`config.mk`:
```
export PLATFORM = sky130hd
export DESIGN_NAME = blkmap_cfg
export DESIGN_NICKNAME = d
export VERILOG_FILES = /design/src/rtl/blkmap_cfg.sv
export SDC_FILE = /design/constraint.sdc
export NUM_CORES = 1
export LEC_CHECK = 0
export ABC_AREA = 1
export CAP_MARGIN = 5
export CELL_PAD_IN_SITES_DETAIL_PLACEMENT = 0
export CELL_PAD_IN_SITES_GLOBAL_PLACEMENT = 2
export CORE_MARGIN = 2
export CORE_UTILIZATION = 38
export DETAILED_ROUTE_END_ITERATION = 6
export DONT_BUFFER_PORTS = 1
export GPL_TIMING_DRIVEN = 0
export HOLD_SLACK_MARGIN = 0.06
export PLACE_DENSITY_LB_ADDON = 0.1
export SLEW_MARGIN = 5
export SYNTH_ARGS = -nofsm -noshare
export SYNTH_HDL_FRONTEND = slang
export SYNTH_SLANG_ARGS = --single-unit
```
`constraint.sdc`:
```
create_clock -name clk -period 4.65 [get_ports clk]
set_clock_uncertainty 0.15 [all_clocks]
set_input_delay 0.93 -clock clk [delete_from_list [all_inputs] [get_ports clk]]
set_output_delay 0.93 -clock clk [all_outputs]
set_load 0.05 [all_outputs]
```
`src/rtl/blkmap_cfg.sv`:
```
module blkmap_cfg #(
  parameter int BLOCK_BYTES = 256,
  parameter int LUT_WORDS   = 4
) (
  input  logic                    clk,
  input  logic                    rst_n,
  input  logic                    reg_en,
  input  logic                    reg_wr,
  input  logic [11:0]             reg_addr,
  input  logic [1:0]              reg_size,
  input  logic [31:0]             reg_wdata,
  input  logic                    reg_secure,
  output logic [31:0]             reg_rdata,
  output logic [32*LUT_WORDS-1:0] lut_flat,
  output logic                    sec_resp_en,
  output logic                    lockdown,
  output logic                    int_en,
  output logic                    irq,
  input  logic                    flt_valid,
  input  logic [31:0]             flt_addr,
  input  logic [15:0]             flt_master,
  input  logic                    flt_nonsec,
  input  logic                    flt_cfg_ns
);
  localparam int IW   = (LUT_WORDS > 1) ? $clog2(LUT_WORDS) : 1;
  localparam int CFGV = $clog2(BLOCK_BYTES) - 5;

  logic          resp_q, ainc_q, lock_q, en_q, stat_q;
  logic [IW-1:0] idx_q;
  logic [31:0]   info1_q, info2_q;
  logic [31:0]   lut [LUT_WORDS];

  logic [9:0]  waddr;
  logic        is_word, allowed, wr_ok, lut_step;
  logic [4:0]  sh;
  logic [31:0] lane_mask, ctrl_word, rword, old_val, merged;
  logic [IW-1:0] idx_inc;

  assign waddr     = reg_addr[11:2];
  assign is_word   = reg_size[1];
  assign sh        = {reg_addr[1:0], 3'b000};
  assign allowed   = reg_secure || (waddr >= 10'h3F4);
  assign wr_ok     = reg_en && reg_wr && allowed;
  assign ctrl_word = {lock_q, 22'd0, ainc_q, 3'd0, resp_q, 4'd0};
  assign lane_mask = is_word ? 32'hFFFF_FFFF :
                     ((reg_size[0] ? 32'h0000_FFFF : 32'h0000_00FF) << sh);

  always_comb begin
    case (waddr)
      10'h000: rword = ctrl_word;
      10'h004: rword = 32'(LUT_WORDS - 1);
      10'h005: rword = 32'(CFGV);
      10'h006: rword = 32'(idx_q);
      10'h007: rword = lut[idx_q];
      10'h008: rword = {31'd0, stat_q};
      10'h00A: rword = {31'd0, en_q};
      10'h00B: rword = info1_q;
      10'h00C: rword = info2_q;
      10'h3F4: rword = 32'h04;
      10'h3F8: rword = 32'h60;
      10'h3F9: rword = 32'hB8;
      10'h3FA: rword = 32'h1B;
      10'h3FC: rword = 32'h0D;
      10'h3FD: rword = 32'hF0;
      10'h3FE: rword = 32'h05;
      10'h3FF: rword = 32'hB1;
      default: rword = 32'd0;
    endcase
    case (waddr)
      10'h000: old_val = ctrl_word;
      10'h006: old_val = 32'(idx_q);
      10'h007: old_val = lut[idx_q];
      default: old_val = 32'd0;
    endcase
  end

  assign merged    = (old_val & ~lane_mask) | ((reg_wdata << sh) & lane_mask);
  assign reg_rdata = !allowed ? 32'd0 :
                     is_word  ? rword :
                     ((rword >> sh) & (reg_size[0] ? 32'h0000_FFFF : 32'h0000_00FF));

  assign lut_step = reg_en && allowed && (waddr == 10'h007) && is_word && ainc_q &&
                    (!reg_wr || !lock_q);
  assign idx_inc  = (idx_q == IW'(LUT_WORDS - 1)) ? '0 : IW'(idx_q + 1'b1);

  always_ff @(posedge clk or negedge rst_n) begin
    if (!rst_n) begin
      resp_q  <= 1'b0;
      ainc_q  <= 1'b1;
      lock_q  <= 1'b0;
      en_q    <= 1'b1;
      stat_q  <= 1'b0;
      idx_q   <= '0;
      info1_q <= '0;
      info2_q <= '0;
      for (int k = 0; k < LUT_WORDS; k++) lut[k] <= '0;
    end else begin
      if (wr_ok && waddr == 10'h000 && !lock_q) begin
        resp_q <= merged[4];
        ainc_q <= merged[8];
        lock_q <= merged[31];
      end
      if (wr_ok && waddr == 10'h006) idx_q <= IW'(merged % 32'(LUT_WORDS));
      else if (lut_step)             idx_q <= idx_inc;
      if (wr_ok && waddr == 10'h007 && !lock_q) lut[idx_q] <= merged;
      if (wr_ok && waddr == 10'h00A && !lock_q) en_q <= merged[0];
      if (wr_ok && waddr == 10'h009 && merged[0]) stat_q <= 1'b0;
      if (wr_ok && waddr == 10'h00D && merged[0]) stat_q <= 1'b1;
      if (flt_valid && !stat_q) begin
        stat_q  <= 1'b1;
        info1_q <= flt_addr;
        info2_q <= {14'd0, flt_cfg_ns, flt_nonsec, flt_master};
      end
    end
  end

  for (genvar k = 0; k < LUT_WORDS; k++) begin : g_out
    assign lut_flat[32*k +: 32] = lut[k];
  end

  assign sec_resp_en = resp_q;
  assign lockdown    = lock_q;
  assign int_en      = en_q;
  assign irq         = stat_q && en_q;

  assert_idx_in_range_R6: assert property (@(posedge clk) disable iff (!rst_n)
    32'(idx_q) < LUT_WORDS);
  assert_ns_write_inert_R3: assert property (@(posedge clk) disable iff (!rst_n)
    (reg_en && reg_wr && !reg_secure && reg_addr < 12'hFD0)
      |=> ($stable(ctrl_word) && $stable(idx_q) && $stable(en_q)));
  assert_lock_freezes_ctrl_R4: assert property (@(posedge clk) disable iff (!rst_n)
    lockdown |=> ($stable(ctrl_word) && $stable(int_en)));
  assert_lock_sticky_R4: assert property (@(posedge clk) disable iff (!rst_n)
    lockdown |=> lockdown);
  assert_capture_once_R11: assert property (@(posedge clk) disable iff (!rst_n)
    stat_q |=> ($stable(info1_q) && $stable(info2_q)));
endmodule

```
==> metrics.txt, run 1 <==
Post-synth EDFFs 0; Setup Buffers After CTS 0; Lkg Pwr around 5.1 nW; dpl hpwl 32.6 mm; count of different cell masters after synthesis 38; overall power 3.68 mW; maxcap violations 0; peak supply drop about 0.00021 V; Clk pin slew, worst setup/hold paths ~90 ps; hold slack about 19 ps; count leader, synth nand2_1; Slew @ Worst Pin approximately 1300 ps; Via density 5.56; vias in the first global route just over 9000; vias approximately 9800; Sum Neg Setup Slack 0 ps; Pins Over Slew Limit 0; clock sink total about 190; async set or reset register ratio after synthesis between 90% and 100%; clk_lat worst skew 450 ps; I/O Buffers 0; setup violators final 0; worst setup path class reg -> out; Crit Path Max Fanout 10; DR iter-0 viols 881; fraction of layout cells with a size suffix above 1 7.48%; Root Driver clkbuf_16; Final period util between 90% and 100%; Synth top area share a little under half; Post-Syn Area around 10000 µm²; Yosys warnings 0; WP data arrival ~3500 ps; I/O pin count about 270; dominant cell type by area after synthesis dfrtp_1; status complete, no violations; Req. time, crit path 3570 ps; Num CTS Buffers 17; die area 27700 µm²; pwr dens approximately 330 nW/µm²; startpoint types flop; top cells by count, synth nand2_1, dfrtp_1, nor2_1, o21ai_0, o21ai_1; Most used DFF post-synth dfrtp_1; Peak Freq roughly 0.22 GHz; global-route wire length before repair roughly 62 mm; Mapped Nets around 1500; Placer Congestion 0.926; Crit. End Element output port; GR Overflow Total 0; synth-to-layout area growth 10.5%; Synth Register Bits ~190; minimum clock period about 4500 ps; Routed WL around 42 mm; CTS tree done; pin count of the biggest net entering global routing between 150 and 200; Final #Nets 1523; synth top area cells dfrtp_1, nand2_1, o21ai_0; row count just under 60; cells after synthesis around 1400; Mean Syn Cell Area 7.16 µm²; Rel. slew slack approximately 16%; Fin. Hold Viols 0; die width about 170 µm; Bufs on Longest Clock Path 2; DR pass1 iterations 5; Seq/Total Area, Yosys between 40 and 50%; final antenna-violating net count 0; Initial Util 38.6%; Core Box Area 26000 µm²; Max H-tree Level 4; RSZ-0062 raised after global routing no; total track usage between 30 and 40%; Die Y 166 µm; Avg WL per Cell about 24 µm; DRC 0; class of the worst hold path in -> async; initial antenna violation count 2; fill cell count ~2900
repair_timing:
item                                   in CTS  in global routing
setup endpoints to repair                   1                 12
cloned                                      0                  0
resized for setup                           1                  6
endpoints found under the hold margin     183                183
path summary, 6_finish.rpt:
kind                            startpoint            to  slack (ps)  depth (start not counted)
worst min register to register  info1_q[1]    info1_q[1]         320                          2
worst min-delay path                 rst_n   lut_flat[7]          20                          0
max in group asynchronous            rst_n        ainc_q        4030                          0
min in group clk                info1_q[1]    info1_q[1]         320                          2
worst max register to register    idx_q[1]  lut_flat[12]        1460                         10
worst max-delay path              idx_q[1]  reg_rdata[6]         110                          9
layout make-up:
class	count	area, µm²	area share, %
clock inverter	14	173	1.56
antenna	1	2.50	0.0226
buffer	74	348	3.14
multi-input combinational	1051	4730	42.7
inverter	88	332	2.99
sequential	185	4630	41.8
tap	335	419	3.79
clock buffer	18	439	3.97
power by group:
part           switching (mW)  internal (mW)
Combinational           0.209         0.0922
Clock                   0.794          0.746
Sequential             0.0817           1.75
registers in the layout, indices dropped and copies added (netlist names):
name         flops
lut_flat       128
info1_q         32
info2_q         18
idx_q            2
ainc_q           1
int_en           1
lockdown         1
sec_resp_en      1
stat_q           1
cells in the final DEF (no fill, tap or decap), types with 3 or more instances in the layout:
cell type,instances
o21ai_2,3
nor2_2,4
nand2_1,490
nand2_2,7
dfrtp_1,183
a22oi_1,10
nand4_1,7
o21ai_1,106
nand3_1,36
clkbuf_16,17
o22ai_1,29
nor3_1,5
clkinv_8,5
inv_6,4
o21ai_0,140
o211ai_1,10
nor2_1,151
clkbuf_1,30
a21oi_1,22
a31oi_1,6
ha_1,4
buf_2,37
inv_1,81
nor2_4,4
inv_2,5
routing by layer:
layer / share of wire (%) / up-vias / track usage [%]
met5: 0.031 / - / 0
met4: 2.4 / 2 / 7.98
met3: 8.5 / 59 / 7.98
met2: 46 / 406 / 48.5
met1: 43 / 4737 / 41.1
li1: - / 4615 / -
through the flow:
| step | util, % | area, µm² | cells | setup WS (ps) |
|---|---|---|---|---|
| after detailed placement | 40.2 | 10400 | 1734 | 22.8 |
| after floorplan | - | 10000 | 1399 | 484 |
| after global placement | 40.2 | 10400 | 1734 | -159 |
| final | 42.6 | 11100 | 1766 | 111 |
| after CTS | 42.6 | 11100 | 1766 | 25.8 |
| after global routing | 42.6 | 11100 | 1765 | 3.65 |
kinds of logic (layout without fill, tap and decap cells):
logic type,Yosys count,in the layout,synth area share [%]
compound gates,339,339,18.5
other cells,0,1,0
mux,1,1,0.0999
simple gates,707,707,27.8
fa+ha+maj,4,4,0.499
buf+inv,163,194,6.80
flops,185,185,46.2
critical path, stage by stage, from the launching register on:
cell and delay, ps:
dfrtp_1 430, buf_2 220, inv_1 200, clkbuf_1 460, o21ai_0 190, o22ai_1 490
a21oi_1 210, o211ai_1 310, nand2_1 100, nand2_1 390
No activity file was read; power rests on OpenSTA's default activity.
==> run 2: changes to the inputs <==
- CORE_UTILIZATION: 38 -> 31
- HOLD_SLACK_MARGIN: 0.06 -> 0.15
- clock period: 4.65 -> 3.7 ns (I/O delays scaled with it)
==> metrics.txt, run 2 (synthesis gave the netlist of run 1 again) <==
status complete, but fails checks; violated checks negative hold slack; I/O Buffers 0; DR pass1 iterations 5; cell mode on critical path nand2_1; Placer Congestion a little over 0.9; origin of the critical flop-to-flop path idx_q[1]; dpl hpwl 35.5 mm; Pins Over Slew Limit 0; Rel. slew slack a little over 30%; Routed WL ~46 mm; Critical path origin idx_q[0]; startpoint types flop; hold slack -184 ps; Design Area, Final between 10000 and 15000 µm²; most frequent cells in the layout nand2_1, dfrtp_1, o21ai_0; worst setup path class reg -> out; Num CTS Buffers 17; minimum clock period between 3000 and 4000 ps; flop-to-flop setup slack ~1100 ps; RSZ-0062 raised after global routing yes; fraction of layout cells with a size suffix above 1 between 10 and 15%; DR iter-0 viols ~740; most common cell after layout, fill and taps aside nand2_1; vias in the first global route between 9000 and 10000; peak supply drop about 0.00033 V; die width 184 µm; WP data arrival between 2000 and 3000 ps; Slew @ Worst Pin 1040 ps; GR Overflow Total 0; slowest stage delay, CP between 400 and 500 ps; Final period util between 90% and 100%; post-place instance area around 11000 µm²; total track usage approximately 28%; R2R Path End lut_flat[111]; Sum Neg Setup Slack 0 ps; Peak Freq 0.278 GHz; crit-path cells inv_1, buf_4, buf_4, nor2_1, o22ai_2, nand2_1, nand3_1, nand2_1, o211ai_1, nand2_1, nand2_4; synth-to-layout area growth 16.2%; Lkg Pwr between 5 and 6 nW; Worst Setup EP reg_rdata[5]; Cell Count, Final, Fillers Out 1844; Via density ~5.2; clock sink total 185; Clk pin slew, worst setup/hold paths approximately 80 ps; master of the slowest instance on the critical path dfrtp_1; Root Driver clkbuf_16; CTS tree done; worst r2r path cells 10; Crit. End Element output port; clk_lat worst skew roughly 460 ps; Fin. Hold Viols ~180; Req. time, crit path approximately 2800 ps; setup violators final 0; Max H-tree Level 4; Bufs on Longest Clock Path 2; Final WS setup ~100 ps; Avg WL per Cell around 25 µm; global-route wire length before repair between 60 and 70 mm; Core Box Area roughly 32000 µm²; Die Y roughly 180 µm; Final #Nets about 1500; class of the worst hold path in -> async; row count 65; initial antenna violation count 6; Largest register FFs approximately 130; DRC 0; Crit Path Max Fanout 10; maxcap violations 0; placed insts ~1800; pin count of the biggest net entering global routing approximately 190; vias around 9700; pwr dens about 400 nW/µm²; I/O pin count about 270; Placement Setup Slack -629 ps; Initial Util 31.6%; die area 33800 µm²; final antenna-violating net count 0
-- run 2: cell types whose count changed in the layout (fill, tap and decap cells not counted), moves of 11 or more --
cell / delta
buf_4: +14
clkbuf_1: -14
nand2_1: -18
nand2_4: +11
nor2_1: -18
-- run 2: power breakdown --
| group | switching, mW | total [mW] | internal, mW |
|---|---|---|---|
| registers | 0.102 | 2.30 | 2.20 |
| logic | 0.278 | 0.396 | 0.118 |
| clock network | 0.933 | 1.92 | 0.990 |
-- run 2: how the worst min path moves through the flow --
| stage | start | to | slack [ps] | cells after the start |
|---|---|---|---|---|
| after detailed placement | rst_n | lut_flat[101] | 300 | 0 |
| after global routing | rst_n | lut_flat[66] | -200 | 0 |
| after CTS | rst_n | lut_flat[2] | -200 | 0 |
| final | rst_n | lut_flat[98] | -180 | 0 |
| after floorplan | rst_n | idx_q[0] | 290 | 0 |
| after global placement | rst_n | lut_flat[101] | 300 | 0 |
-- run 2: per-layer routing --
metal  vias up  share of wire (%)  track usage, %
met1      4637                 42            34.9
met4         8                3.0            10.3
li1       4610                  -               -
met5         -               0.13            1.33
met2       352                 45            43.4
met3        70                9.4            9.33
-- run 2: timing repair --
item,CTS,global route
setup buffers,7,2
cloned,0,0
setup endpoints to repair,32,26
resized for setup,88,57
hold endpoints to repair,185,185
pin swaps,6,12
-- run 2: metrics by stage --
stage,util (%),power [mW]
2_1_floorplan,-,2.58
3_3_place_gp,33.2,2.73
3_5_place_dp,33.2,2.74
4_1_cts,36.1,4.66
5_1_grt,36.7,4.80
6_report,36.7,4.62
-- run 2: critical path, delay by kind of cell (launching register included) --
kind                   cells  cell delay, ps
AO/OA/AOI/OAI              2             440
AND/OR/NAND/NOR            6             830
buffers and inverters      3             540
flip-flops                 1             420
-- run 2: cell type report --
| type | instances | area [µm²] |
|---|---|---|
| fill | 3540 | 20100 |
| multi-input combinational | 1051 | 5050 |
| sequential | 185 | 4630 |
| tap | 402 | 503 |
| clock buffer | 20 | 457 |
| buffer | 74 | 439 |
| inverter | 88 | 339 |
| clock inverter | 12 | 138 |
| timing repair buffer | 9 | 80.1 |
| antenna | 3 | 7.51 |
